## config.mk

```make
export PLATFORM = sky130hd
export DESIGN_NAME = serial_rx_gated
export DESIGN_NICKNAME = d
export VERILOG_FILES = /design/src/rtl/srx_pkg.sv /design/src/rtl/srx_frame.sv /design/src/rtl/srx_fifo.sv /design/src/rtl/srx_status.sv /design/src/rtl/serial_rx_gated.sv
export SDC_FILE = /design/constraint.sdc
export NUM_CORES = 1
export LEC_CHECK = 0
export BUFFER_PORTS_ARGS = -buffer_cell sky130_fd_sc_hd__buf_4
export CAP_MARGIN = 20
export CORE_MARGIN = 1
export CORE_UTILIZATION = 60
export DETAILED_ROUTE_END_ITERATION = 10
export PLACE_DENSITY = 0.78
export SYNTH_ARGS = -nofsm -noshare
export SYNTH_HDL_FRONTEND = slang
export SYNTH_SLANG_ARGS = --single-unit
export TNS_END_PERCENT = 10
```

## constraint.sdc

```tcl
create_clock -name clk -period 3.6 [get_ports clk]
set_input_delay 0.72 -clock clk [delete_from_list [all_inputs] [get_ports clk]]
set_output_delay 0.72 -clock clk [all_outputs]
set_load 0.05 [all_outputs]
```

## src/rtl/srx_pkg.sv

```systemverilog
package srx_pkg;

   localparam logic [1:0] PAR_NONE = 2'b00;
   localparam logic [1:0] PAR_EVEN = 2'b01;
   localparam logic [1:0] PAR_ODD  = 2'b10;

   typedef enum logic [2:0] {
      RX_IDLE,
      RX_START,
      RX_DATA,
      RX_PAR,
      RX_STOP,
      RX_STOP2,
      RX_GAP,
      RX_HOLD
   } rx_state_e;

   typedef struct packed {
      logic [7:0] data;
      logic       par;
      logic       stop;
   } rx_char_t;

   function automatic logic par_on(input logic [1:0] mode);
      return (mode == PAR_EVEN) || (mode == PAR_ODD);
   endfunction

   function automatic logic par_fail(input logic [1:0] mode, input rx_char_t c);
      logic x;
      x = (^c.data) ^ c.par;
      case (mode)
         PAR_EVEN: return x;
         PAR_ODD:  return ~x;
         default:  return 1'b0;
      endcase
   endfunction

   function automatic logic is_break(input logic [1:0] mode, input rx_char_t c);
      return (c.data == 8'h00) && !c.stop && (!par_on(mode) || !c.par);
   endfunction

endpackage

```

## src/rtl/srx_frame.sv

```systemverilog
module srx_frame
   import srx_pkg::*;
#(
   parameter int OSR         = 16,
   parameter int SYNC_STAGES = 2
) (
   input  logic     clk,
   input  logic     rst_n,
   input  logic     baud_tick,
   input  logic     rxd,
   input  logic     len8,
   input  logic     par_en,
   input  logic     stop2,
   output logic     done,
   output rx_char_t chr,
   output logic     busy
);

   localparam int          PW     = $clog2(OSR);
   localparam logic [PW-1:0] PH_MID = PW'(OSR / 2 - 1);
   localparam logic [PW-1:0] PH_END = PW'(OSR - 1);

   logic rxs;

   generate
      if (SYNC_STAGES == 0) begin : g_nosync
         assign rxs = rxd;
      end else begin : g_sync
         logic [SYNC_STAGES-1:0] sq;
         always_ff @(posedge clk or negedge rst_n) begin
            if (!rst_n) sq <= '1;
            else        sq <= (sq << 1) | SYNC_STAGES'(rxd);
         end
         assign rxs = sq[SYNC_STAGES-1];
      end
   endgenerate

   rx_state_e   st;
   logic [PW-1:0] ph;
   logic [2:0]  bitn;
   logic [2:0]  last_bit;

   assign last_bit = len8 ? 3'd7 : 3'd6;
   assign busy     = (st != RX_IDLE);

   always_ff @(posedge clk or negedge rst_n) begin
      if (!rst_n) begin
         st   <= RX_IDLE;
         ph   <= '0;
         bitn <= '0;
         chr  <= '0;
         done <= 1'b0;
      end else begin
         done <= 1'b0;
         if (baud_tick) begin
            case (st)
               RX_IDLE: begin
                  if (!rxs) begin
                     st <= RX_START;
                     ph <= '0;
                  end
               end
               RX_START: begin
                  if (ph == PH_MID) begin
                     ph   <= '0;
                     bitn <= '0;
                     if (!rxs) begin
                        st       <= RX_DATA;
                        chr.data <= '0;
                        chr.par  <= 1'b0;
                     end else begin
                        st <= RX_IDLE;
                     end
                  end else begin
                     ph <= ph + 1'b1;
                  end
               end
               RX_DATA: begin
                  if (ph == PH_END) begin
                     ph             <= '0;
                     chr.data[bitn] <= rxs;
                     if (bitn == last_bit) st <= par_en ? RX_PAR : RX_STOP;
                     else                  bitn <= bitn + 1'b1;
                  end else begin
                     ph <= ph + 1'b1;
                  end
               end
               RX_PAR: begin
                  if (ph == PH_END) begin
                     ph      <= '0;
                     chr.par <= rxs;
                     st      <= RX_STOP;
                  end else begin
                     ph <= ph + 1'b1;
                  end
               end
               RX_STOP: begin
                  if (ph == PH_END) begin
                     ph       <= '0;
                     chr.stop <= rxs;
                     done     <= 1'b1;
                     if (!rxs)       st <= RX_HOLD;
                     else if (stop2) st <= RX_STOP2;
                     else            st <= RX_IDLE;
                  end else begin
                     ph <= ph + 1'b1;
                  end
               end
               RX_STOP2: begin
                  if (ph == PH_END) begin
                     ph <= '0;
                     st <= RX_GAP;
                  end else begin
                     ph <= ph + 1'b1;
                  end
               end
               RX_GAP: begin
                  if (ph == PH_MID) st <= RX_IDLE;
                  else              ph <= ph + 1'b1;
               end
               RX_HOLD: begin
                  if (rxs) st <= RX_IDLE;
               end
               default: st <= RX_IDLE;
            endcase
         end
      end
   end

endmodule

```

## src/rtl/srx_fifo.sv

```systemverilog
module srx_fifo #(
   parameter int DEPTH = 16,
   parameter int W     = 8,
   parameter int CNT_W = $clog2(DEPTH + 1)
) (
   input  logic             clk,
   input  logic             rst_n,
   input  logic             push,
   input  logic [W-1:0]     wdata,
   input  logic             pop,
   output logic [W-1:0]     rdata,
   output logic             empty,
   output logic             full,
   output logic [CNT_W-1:0] count
);

   localparam int AW = $clog2(DEPTH);

   logic [W-1:0]  mem [DEPTH];
   logic [AW-1:0] wptr, rptr;
   logic          do_push, do_pop;

   assign empty   = (count == '0);
   assign full    = (count == CNT_W'(DEPTH));
   assign do_push = push && !full;
   assign do_pop  = pop && !empty;
   assign rdata   = mem[rptr];

   always_ff @(posedge clk) begin
      if (do_push) mem[wptr] <= wdata;
   end

   always_ff @(posedge clk or negedge rst_n) begin
      if (!rst_n) begin
         wptr  <= '0;
         rptr  <= '0;
         count <= '0;
      end else begin
         if (do_push) wptr <= wptr + 1'b1;
         if (do_pop)  rptr <= rptr + 1'b1;
         case ({do_push, do_pop})
            2'b10:   count <= count + 1'b1;
            2'b01:   count <= count - 1'b1;
            default: count <= count;
         endcase
      end
   end

endmodule

```

## src/rtl/srx_status.sv

```systemverilog
module srx_status
   import srx_pkg::*;
#(
   parameter int CNT_W    = 5,
   parameter int DR_TICKS = 64
) (
   input  logic             clk,
   input  logic             rst_n,
   input  logic             baud_tick,
   input  logic             busy,
   input  logic             done,
   input  rx_char_t         chr,
   input  logic [1:0]       par_mode,
   input  logic [CNT_W-1:0] thresh,
   input  logic [CNT_W-1:0] fill,
   input  logic             full,
   input  logic             pop,
   input  logic             clr_err,
   input  logic             clr_ovr,
   input  logic             clr_brk,
   input  logic             rie,
   input  logic             reie,
   output logic             push,
   output logic             fer,
   output logic             per,
   output logic             ovr,
   output logic             brk,
   output logic             rdf,
   output logic             dr,
   output logic             irq_rxd,
   output logic             irq_err,
   output logic             irq_bov
);

   localparam int TW = $clog2(DR_TICKS + 1);

   logic          brk_char;
   logic [TW-1:0] quiet;

   assign brk_char = is_break(par_mode, chr);
   assign push     = done && !full && !ovr && !brk && !brk_char;

   always_ff @(posedge clk or negedge rst_n) begin
      if (!rst_n) begin
         fer <= 1'b0;
         per <= 1'b0;
         ovr <= 1'b0;
         brk <= 1'b0;
      end else begin
         if (done && !chr.stop)             fer <= 1'b1;
         else if (clr_err)                  fer <= 1'b0;
         if (done && par_fail(par_mode, chr)) per <= 1'b1;
         else if (clr_err)                  per <= 1'b0;
         if (done && full)                  ovr <= 1'b1;
         else if (clr_ovr)                  ovr <= 1'b0;
         if (done && brk_char)              brk <= 1'b1;
         else if (clr_brk)                  brk <= 1'b0;
      end
   end

   always_ff @(posedge clk or negedge rst_n) begin
      if (!rst_n)                          quiet <= '0;
      else if (push || pop || fill == '0)  quiet <= '0;
      else if (baud_tick && !busy && !rdf && quiet != TW'(DR_TICKS))
         quiet <= quiet + 1'b1;
   end

   assign rdf     = (fill >= thresh);
   assign dr      = (quiet == TW'(DR_TICKS)) && (fill != '0);
   assign irq_rxd = rie && (rdf || dr);
   assign irq_err = (rie || reie) && (fer || per);
   assign irq_bov = (rie || reie) && (ovr || brk);

endmodule

```

## src/rtl/serial_rx_gated.sv

```systemverilog
module serial_rx_gated
   import srx_pkg::*;
#(
   parameter int DEPTH       = 16,
   parameter int OSR         = 16,
   parameter int SYNC_STAGES = 2,
   parameter int DR_BITS     = 4,
   localparam int CNT_W      = $clog2(DEPTH + 1)
) (
   input  logic             clk,
   input  logic             rst_n,
   input  logic             baud_tick,
   input  logic             rxd,
   input  logic             cfg_len8,
   input  logic [1:0]       cfg_par,
   input  logic             cfg_stop2,
   input  logic [CNT_W-1:0] cfg_thresh,
   input  logic             en_rie,
   input  logic             en_reie,
   input  logic             clr_err,
   input  logic             clr_ovr,
   input  logic             clr_brk,
   input  logic             rd_en,
   output logic [7:0]       rd_data,
   output logic             rd_valid,
   output logic [CNT_W-1:0] fill_cnt,
   output logic             sts_fer,
   output logic             sts_per,
   output logic             sts_ovr,
   output logic             sts_brk,
   output logic             sts_rdf,
   output logic             sts_dr,
   output logic             irq_rxd,
   output logic             irq_err,
   output logic             irq_bov
);

   localparam int DR_TICKS = DR_BITS * OSR;

   generate
      if (DEPTH < 2 || (DEPTH & (DEPTH - 1)) != 0) begin : g_bad_depth
         $error("DEPTH must be a power of two of at least 2");
      end
      if (OSR < 4 || (OSR & (OSR - 1)) != 0) begin : g_bad_osr
         $error("OSR must be a power of two of at least 4");
      end
      if (SYNC_STAGES < 0 || SYNC_STAGES > 4) begin : g_bad_sync
         $error("SYNC_STAGES must be 0 to 4");
      end
      if (DR_BITS < 1) begin : g_bad_dr
         $error("DR_BITS must be at least 1");
      end
   endgenerate

   logic     done, busy, push, pop, empty, full;
   rx_char_t chr;

   assign pop      = rd_en && !empty;
   assign rd_valid = !empty;

   srx_frame #(.OSR(OSR), .SYNC_STAGES(SYNC_STAGES)) frame_i (
      .clk       (clk),
      .rst_n     (rst_n),
      .baud_tick (baud_tick),
      .rxd       (rxd),
      .len8      (cfg_len8),
      .par_en    (par_on(cfg_par)),
      .stop2     (cfg_stop2),
      .done      (done),
      .chr       (chr),
      .busy      (busy)
   );

   srx_fifo #(.DEPTH(DEPTH), .W(8), .CNT_W(CNT_W)) fifo_i (
      .clk   (clk),
      .rst_n (rst_n),
      .push  (push),
      .wdata (chr.data),
      .pop   (pop),
      .rdata (rd_data),
      .empty (empty),
      .full  (full),
      .count (fill_cnt)
   );

   srx_status #(.CNT_W(CNT_W), .DR_TICKS(DR_TICKS)) status_i (
      .clk       (clk),
      .rst_n     (rst_n),
      .baud_tick (baud_tick),
      .busy      (busy),
      .done      (done),
      .chr       (chr),
      .par_mode  (cfg_par),
      .thresh    (cfg_thresh),
      .fill      (fill_cnt),
      .full      (full),
      .pop       (pop),
      .clr_err   (clr_err),
      .clr_ovr   (clr_ovr),
      .clr_brk   (clr_brk),
      .rie       (en_rie),
      .reie      (en_reie),
      .push      (push),
      .fer       (sts_fer),
      .per       (sts_per),
      .ovr       (sts_ovr),
      .brk       (sts_brk),
      .rdf       (sts_rdf),
      .dr        (sts_dr),
      .irq_rxd   (irq_rxd),
      .irq_err   (irq_err),
      .irq_bov   (irq_bov)
   );

endmodule

```

Word-level counts from Yosys, hierarchy flattened
Memory sizes are Yosys's and may differ from the RTL's.
Index checks and enable logic that the tools add are counted.
{ "totals": {"reg_bits": 47, "output_inout_bits": 23, "memories": 1, "elab_cells": 168, "ram_bits": 128} }
{ "mem_list": {"columns": ["memory", "depth", "word_bits", "rd", "rd_ports_with_merged_regs", "write_ports", "line_no", "rtl"], "rows": [
  ["fifo_i.mem", 16, 8, 1, 0, 1, "srx_fifo.sv:19", "logic [W-1:0] mem [DEPTH];"]
]} }
{ "classes": {"n_reduce_logical": 61, "bitwise": 3, "n_eq_ne": 29, "order_cmp": 3, "muxes": 48, "n_addsub": 7} }
{ "op_table": {"columns": ["op", "n"], "rows": [
  ["$mux W3", 14],
  ["$pmux W3 S8", 1],
  ["$logic_and A1 B1 Y1", 21],
  ["$mux W9", 2],
  ["$mux W4", 4],
  ["$ne A2 B1 Y1 const B", 8],
  ["$pmux W4 S4", 1],
  ["$pmux W8 S2", 1],
  ["$reduce_bool A2 Y1", 8],
  ["$mux W1", 15],
  ["$reduce_and A5 Y1", 3],
  ["$mux W7", 2],
  ["$add A4 B1 Y4 const B", 3],
  ["$eq A3 B3 Y1 const B", 4],
  ["$logic_not A1 Y1", 10],
  ["$pmux W5 S2", 1],
  ["$reduce_and A10 Y1", 1],
  ["$bwmux W8", 1],
  ["$logic_not A8 Y1", 1],
  ["$logic_or A1 B1 Y1", 8],
  ["$mux W8", 1],
  ["$ne A2 B2 Y1 const B", 4],
  ["$reduce_xor A8 Y1", 1],
  ["$add A7 B1 Y7 const B", 1],
  ["other kinds (31)", 35]
]} }

Depth between registers and ports, before layout
Gate-level depths: netlist (run 1).
{ "depth": {"depth_word": 10, "ltp_mapped": 16, "mapped_depth_nobuf": 14} }

Cells and area by module
A second synthesis (run 1) with hierarchy kept.
{ "unflattened": {"hier_cells": 594, "hier_area_um2": 8226.6} }
{ "modules_own_cells": {"columns": ["mod", "cells_each", "n_inst", "area_each_um2"], "rows": [
  ["srx_fifo", 332, 1, 5779.3],
  ["srx_frame", 151, 1, 1534.0],
  ["srx_status", 108, 1, 894.6],
  ["serial_rx_gated", 3, 1, 18.8]
]} }

Worst setup path after synthesis (run 1)
OpenSTA, ideal clock, no wires.
{ "synth_timing": {"kind": "register to output", "start": "register fifo_i.count[0]", "end": "output port irq_rxd", "path_stages_with_launch": 7, "required_time_ns": 2.880, "setup_slack_ns": 0.229, "arrival_ns": 2.651, "n_path_buf": 0, "path_cell_list": "dfrtp_1 inv_1 ha_1 nand2b_1 a31oi_1 o21bai_1 o21a_1"} }
{ "synth_via": {"word_cells_on_any_way": 5} }
{ "synth_lines": {"columns": ["item", "line_no", "rtl"], "rows": [
  ["from (decl)", "srx_fifo.sv:14", "output logic [CNT_W-1:0] count"],
  ["from (signal assigned)", "srx_fifo.sv:42", "2'b10: count <= count + 1'b1;"],
  ["from (signal assigned)", "srx_fifo.sv:43", "2'b01: count <= count - 1'b1;"],
  ["from (signal assigned)", "srx_fifo.sv:44", "default: count <= count;"],
  ["$ge A5 B5 Y1", "srx_status.sv:68", "assign rdf = (fill >= thresh);"],
  ["net sts_rdf", "serial_rx_gated.sv:31", "output logic sts_rdf,"],
  ["$logic_or A1 B1 Y1", "srx_status.sv:70", "assign irq_rxd = rie && (rdf || dr);"],
  ["$logic_and A1 B1 Y1", "srx_status.sv:70", null],
  ["to (decl)", "serial_rx_gated.sv:33", "output logic irq_rxd,"]
]} }
The timed path passes the listed nets, and every way through them passes these cells.

Final worst setup path (run 1)
{ "layout_timing": {"start": "register fifo_i.rptr[0]", "end": "output port rd_data[4]"} }
{ "layout_via": {"elab_chain_len": 1} }
{ "layout_rtl": {"columns": ["item", "line_no", "rtl"], "rows": [
  ["from (decl)", "srx_fifo.sv:20", "logic [AW-1:0] wptr, rptr;"],
  ["from (signal assigned)", "srx_fifo.sv:40", "if (do_pop) rptr <= rptr + 1'b1;"],
  ["$mem_v2 Z16 W8", null, null],
  ["to (decl)", "serial_rx_gated.sv:24", "output logic [7:0] rd_data,"]
]} }
No other way between the ends.

==> flow_summary.ini, run 1 <==
[detailed_routing]
vias_per_cell = 6.00
wl_per_cell_um = 20.5
detail_route.first_pass.iterations = 9
drt_wl_total_um = 15900
vias = 4647
routed-wl-met2_um = 8170
drc = 0
wl_met3_um = 827
wl_met1_um = 6510
ant_nets = 0
top_layer_used = met4
drt_iter0_markers = 375

[power_and_ir_drop]
leakagePower_uw = 0.00342
clkPwrFrac_pct = 28.9
swShare_pct = 33.3
p_int_uw = 4050
ir_drop_mv = 0.444
comb_power_share_pct = 29.3
powerDensity_nw_per_um2 = 671
seq_power_share_pct = 41.8
p_sw_uw = 2020

[cts]
root_buffer = clkbuf_16
tritoncts = built
postCtsSetupBuffers = 0
cts_hold_buffers = 0
cts_buffer_depth = 2
numClockSinks = 175
htreeDepth = 4
clk_latency_ps = 430
numCtsBuffers = 17
path_clk_slew_ps = 70
cts.repair.resized = 0

[floorplan]
start_util_pct = 62.1
core_um2 = 12700
dieWidth_um = 117
num_rows = 41
die_h_um = 117
die_area_um2 = 13600
pin_count = 42

[sta]
slew_headroom_pct = 55.6
min_period_over_period_pct = 89.4
setup_viol = 0
min_period_ps = 3220
report.final.hold_viol_count = 0
worstMarginPinSlew_ps = 666
rsz0062_at_grt = false
tns_ps = 0
skew_ps = 9.29
whs_ps = 296
max_freq_mhz = 311
layout_setup_ws_ps = 381
drv_slew = 0

[worst_setup_path]
r2r_cells = 14
worstSetupPathType = reg -> out
crit_path_start_kind = flop
cp-end-kind = output port
cp.arrival_ps = 2500
worstPathRequired_ps = 2880
critical_path.max_fanout = 33

[yosys]
yosys.area.top_type_share_pct = 48.7
ys_seq_elements = 175
yosysSeqAreaShare_pct = 63.6
syn_nets = 578
synth_ff_type = edfxtp_1
synth_edf_count = 128
yosys-top-cells-area = edfxtp_1 (49%), dfrtp_1 (14%), mux4_2 (11%)
syn_area_per_cell_um2 = 14.7
netlist_instances = 536
yosysTopAreaCell = edfxtp_1
synthesis.area_um2 = 7900
yosysUniqueCellTypes = 57
yosys_warnings = 0
ys_async_sr_fraction_pct = 26.9

[outcome]
status = complete, no violations

[cells_and_area]
diodes = 0
syn_to_final_growth_pct = 14.6
final_cell_mix = edfxtp_1 (128), buf_4 (61), dfrtp_1 (44)
fin_cells = 775
finalNetCount = 632
layout-drive-gt1-share_pct = 24.0
layout_commonest_cell = edfxtp_1

[run]
cap_violations = 0

[global_routing]
grt_pass1_vias = 4571
grt_pass1_wl_um = 24500
grt_max_degree = 48
antenna_found_initial = 0
grtUsageTotal_pct = 25.4
grt_overflow = 0

[place]
hpwl_um = 10600
io_buffer_count = 41
globalplace.congestion = 0.800
post-place-ws_ps = 294
dp.cells = 743

[hold_path]
hold_class = in -> async
==> synth_stat cells (2+ instances only) <==
library cell and instances:
o31ai_1 2, clkbuf_1 21, a31oi_1 4, a21o_1 6
dfrtp_1 45, nand2_1 21, dfstp_2 2, and2_1 4
o2111ai_1 2, nand4_1 4, mux4_2 40, a22oi_1 4
nor4_1 8, mux2i_1 2, o22ai_1 4, buf_2 3
a21oi_1 14, o21a_1 2, nor2_1 29, nor3_1 9
inv_1 37, buf_1 2, o21ai_0 25, xnor2_1 14
and3_1 7, nand2b_1 11, or3_1 7, xor2_1 7
nor2b_1 5, a211oi_1 2, edfxtp_1 128, nand3_1 13
mux2_2 4, ha_1 23, a22o_1 3
==> power groups by stage <==
stage	clock network [uW]	logic (uW)	registers, uW
finish	1760	1780	2540
CTS	1770	1800	2530
floorplan	0	1400	2490
global placement	0	1730	2560
detailed placement	0	1790	2570
global route	1860	1910	2560
==> sequential cells by signal, summed over array words and instances, names as in the netlist, 4 cells and up <==
name / flops
fifo_i.count: 5
fifo_i.mem: 128
fifo_i.rptr: 4
fifo_i.wptr: 4
frame_i.chr: 10
frame_i.ph: 4
status_i.quiet: 7
==> routing by layer <==
metal	vias to the layer above	GRT usage, %
met3	25	5.19
met2	168	42.7
met4	0	10.7
met5	-	0
li1	2146	-
met1	2308	32.4
==> critical path, cell delays in order, from the launching register on <==
cell and delay, ps:
dfrtp_2 410, buf_12 270, mux4_2 610, mux4_2 540, buf_4 210
==> per-stage QoR <==
stage                     power (uW)  util [%]  area, um2
after detailed placement        4360      66.7       8480
after global placement          4290      66.7       8480
after CTS                       6110      71.2       9050
final                           6070      71.2       9050
after global routing            6340      71.2       9050
after floorplan                 3890         -       7900
==> final cells by class <==
cell class / count / area (um2)
sequential: 175 / 5020
fill: 869 / 3670
multi-input combinational: 297 / 2630
timing repair buffer: 62 / 478
clock buffer: 17 / 425
tap: 172 / 215
clock inverter: 15 / 145
inverter: 37 / 139
==> path summary, 6_finish.rpt <==
kind	start	end	slack, ps
setup / recovery	fifo_i.rptr[0]$_DFFE_PN0P_	rd_data[4]	380
hold / removal	rst_n	frame_i.ph[0]$_DFFE_PN0P_	300
setup reg to reg	frame_i.chr[4]$_DFFE_PN0P_	fifo_i.count[4]$_DFFE_PN0P_	450
hold reg to reg	frame_i.g_sync.sq[0]$_DFF_PN1_	frame_i.g_sync.sq[1]$_DFF_PN1_	360
max in group asynchronous	rst_n	fifo_i.rptr[0]$_DFFE_PN0P_	2850
min in group clk	frame_i.g_sync.sq[0]$_DFF_PN1_	frame_i.g_sync.sq[1]$_DFF_PN1_	360
==> kinds of logic (layout without fill, tap and decap cells) <==
logic type                 Yosys count  after routing  synth area share [%]
AOI/OAI and AO/OA                   81             81                  6.73
buffers and inverters               64            131                  3.18
adders and majority gates           23             23                  3.64
xor gates and xnor gates            21             21                  2.33
and+or+nand+nor                    126            126                  8.31
DFF                                175            175                  63.6
muxes                               46             46                  12.2
No activity file was read; power rests on OpenSTA's default activity.
==> inputs of run 2 (changes only) <==
Settings changed: CELL_PAD_IN_SITES_DETAIL_PLACEMENT set to 1, CELL_PAD_IN_SITES_GLOBAL_PLACEMENT set to 1, CORE_UTILIZATION 60 to 51, PLACE_DENSITY 0.78 to not set, PLACE_DENSITY_LB_ADDON set to 0.1, SYNTH_HIERARCHICAL set to 1.
==> run 2 against run 1 <==
  * Synthesized cell count grew 11%
  * Critical path type is now reg -> reg
  * Power is 11% higher
  * Clock skew increased by 0.51 ps
==> flow_summary.ini, run 2 <==
[outcome]
status = complete, no violations

[yosys]
synth_compound_area_share_pct = 10.4
synth_edf_count = 128
syn_area_per_cell_um2 = 13.8
yosys_warnings = 6
synthMuxAreaShare_pct = 9.83
yosys-top-cells-area = edfxtp_1 (47%), dfrtp_1 (14%), mux4_2 (4.4%)
ys_async_sr_fraction_pct = 26.9
ys_top_cells_by_count = edfxtp_1 (128), dfrtp_1 (45), inv_1 (43), o21ai_0 (38), mux2i_1 (29)
yosysSeqAreaShare_pct = 61.0
yosysMostFrequentCell = edfxtp_1
synth_ff_type = edfxtp_1
netlist_instances = 594
synth_top_family_by_area = compound AO/OA/AOI/OAI gates
syn_nets = 640
synthesis.area_um2 = 8230
yosysUniqueCellTypes = 72
ys_seq_elements = 175
yosysTopAreaCell = edfxtp_1
yosys.area.top_type_share_pct = 46.7
synth_xor_area_share_pct = 1.81
yosys.area_share.simple_pct = 8.47
synth_fa_ha_area_share_pct = 4.32

[cts]
tritoncts = built
postCtsSetupBuffers = 0
numClockSinks = 175
clk_latency_ps = 420
path_clk_slew_ps = 60
root_buffer = clkbuf_16
htreeDepth = 4
numCtsBuffers = 17
cts_buffer_depth = 2

[sta]
worstMarginPinSlew_ps = 913
max_freq_mhz = 297
setup_viol = 0
min_period_ps = 3370
report.final.hold_viol_count = 0
slew_headroom_pct = 38.7
tns_ps = 0
min_period_over_period_pct = 93.6
skew_ps = 9.80
layout_setup_ws_ps = 230
drv_slew = 0
rsz0062_at_grt = false

[floorplan]
pin_count = 42
die_h_um = 129
die_area_um2 = 16600
dieWidth_um = 129
num_rows = 46
start_util_pct = 52.0
core_um2 = 15800

[worst_setup_path]
cp-end-kind = flop
cp.arrival_ps = 3690
worstPathRequired_ps = 3920
crit_path_start_kind = flop
critPathLaunch = fifo_i/count[1]$_DFFE_PN0P_
worstSetupPathType = reg -> reg
r2r_start = fifo_i/count[1]$_DFFE_PN0P_
critical_path.max_fanout = 6

[run]
cap_violations = 0

[power_and_ir_drop]
ir_drop_mv = 0.419
powerDensity_nw_per_um2 = 711
finalPower_uw = 6730
leakagePower_uw = 0.00357

[detailed_routing]
detail_route.first_pass.iterations = 4
wl_per_cell_um = 21.1
drt_iter0_markers = 329
ant_nets = 0
vias = 5079
vias_per_cell = 5.71
drc = 0
drt_wl_total_um = 18800

[global_routing]
grt_pass1_vias = 5461
grt_max_degree = 48
antenna_found_initial = 0
grt_pass1_wl_um = 30000
grtUsageTotal_pct = 24.7
grt_overflow = 0

[place]
post-place-ws_ps = 116
io_buffer_count = 41
hpwl_um = 13000
placedInstanceArea_um2 = 8880
globalplace.congestion = 0.775

[cells_and_area]
top_register = fifo_i/mem
layout-drive-gt1-share_pct = 23.0
final_cell_mix = edfxtp_1 (128), buf_4 (73), inv_1 (43), dfrtp_1 (43), o21ai_0 (38)
reg.largest.list = fifo_i/mem x128, frame_i/chr x10, status_i/quiet x7
syn_to_final_growth_pct = 15.0
final_area_um2 = 9460
largest_register_ffs = 128
layout_commonest_cell = edfxtp_1
finalNetCount = 706
diodes = 0

[hold_path]
hold_class = in -> async
## run 2: cell count changes after synthesis, sizes merged, moves of 8 or more
cell | previous run | this run
mux2i | 2 | 29
mux4 | 40 | 16
o21ai | 26 | 42
buf | 6 | 21
clkbuf | 21 | 6
a21oi | 14 | 24
nor2 | 29 | 19
mux2 | 4 | 13
nand2 | 21 | 30
a221oi | 0 | 8
## run 2: final cells by class
type                    instances  area, um2
fillers                      1522       6370
flip-flops and latches        175       5020
multi-input cells             349       2860
repair buffers                 74        568
clock buffers                  21        440
well taps                     216        270
inverters                      43        161
clock inverters                11        134
## run 2: routing by layer
metal | vias up | share of wire [%] | GRT usage (%)
li1 | 2376 | - | -
met1 | 2610 | 42 | 30.0
met2 | 74 | 54 | 44.9
met3 | 19 | 2.4 | 4.03
met4 | 0 | 1.4 | 7.40
met5 | - | 0 | 0
## run 2: critical path: stages, from the launching register on
cell and delay [ps]:
dfrtp_2 430, nor4_2 80, nand2_1 90, inv_1 60, or4_1 520, a31oi_1 180
and2_1 160, inv_1 50, ha_1 240, ha_1 350, nor2b_1 140, o21ai_0 250
a21oi_1 140, or3b_1 390, xnor2_1 200
## run 2: cell families after synthesis
logic type               count (synthesis)
AO/OA/AOI/OAI                          126
XOR/XNOR                                17
adder cells (fa/ha/maj)                 28
buffers and inverters                   70
flip-flops                             175
multiplexers                            58
AND/OR/NAND/NOR                        120
## run 2: report_power, final
part	switching [uW]	leakage, uW	internal [uW]	total, uW
logic	1470	0.00157	966	2430
registers	267	0.00174	2250	2510
clock network	753	0.000264	1030	1780
## run 2: worst paths after layout
path / to / slack (ps) / cells past startpoint
max in group asynchronous: fifo_i/count[1]$_DFFE_PN0P_ / 2790 / 1
max reg2reg: fifo_i/count[4]$_DFFE_PN0P_ / 230 / 14
min in group clk: frame_i/g_sync.sq[1]$_DFF_PN1_ / 360 / 0
min: frame_i/ph[0]$_DFFE_PN0P_ / 310 / 1
min reg2reg: frame_i/g_sync.sq[1]$_DFF_PN1_ / 360 / 0
max: fifo_i/count[4]$_DFFE_PN0P_ / 230 / 14
## run 2: stage by stage
step | hold WS, ps | instances | util, %
after floorplan | 345 | 594 | -
after global placement | 347 | 857 | 56.1
after global routing | 363 | 889 | 59.8
after CTS | 334 | 889 | 59.8
after detailed placement | 347 | 857 | 56.1
final | 309 | 889 | 59.8
## run 2: what timing repair did
item                                    4_1_cts  5_1_grt
resized for setup                             0        1
endpoints found under the setup margin        0        1
hold buffers                                  0        0
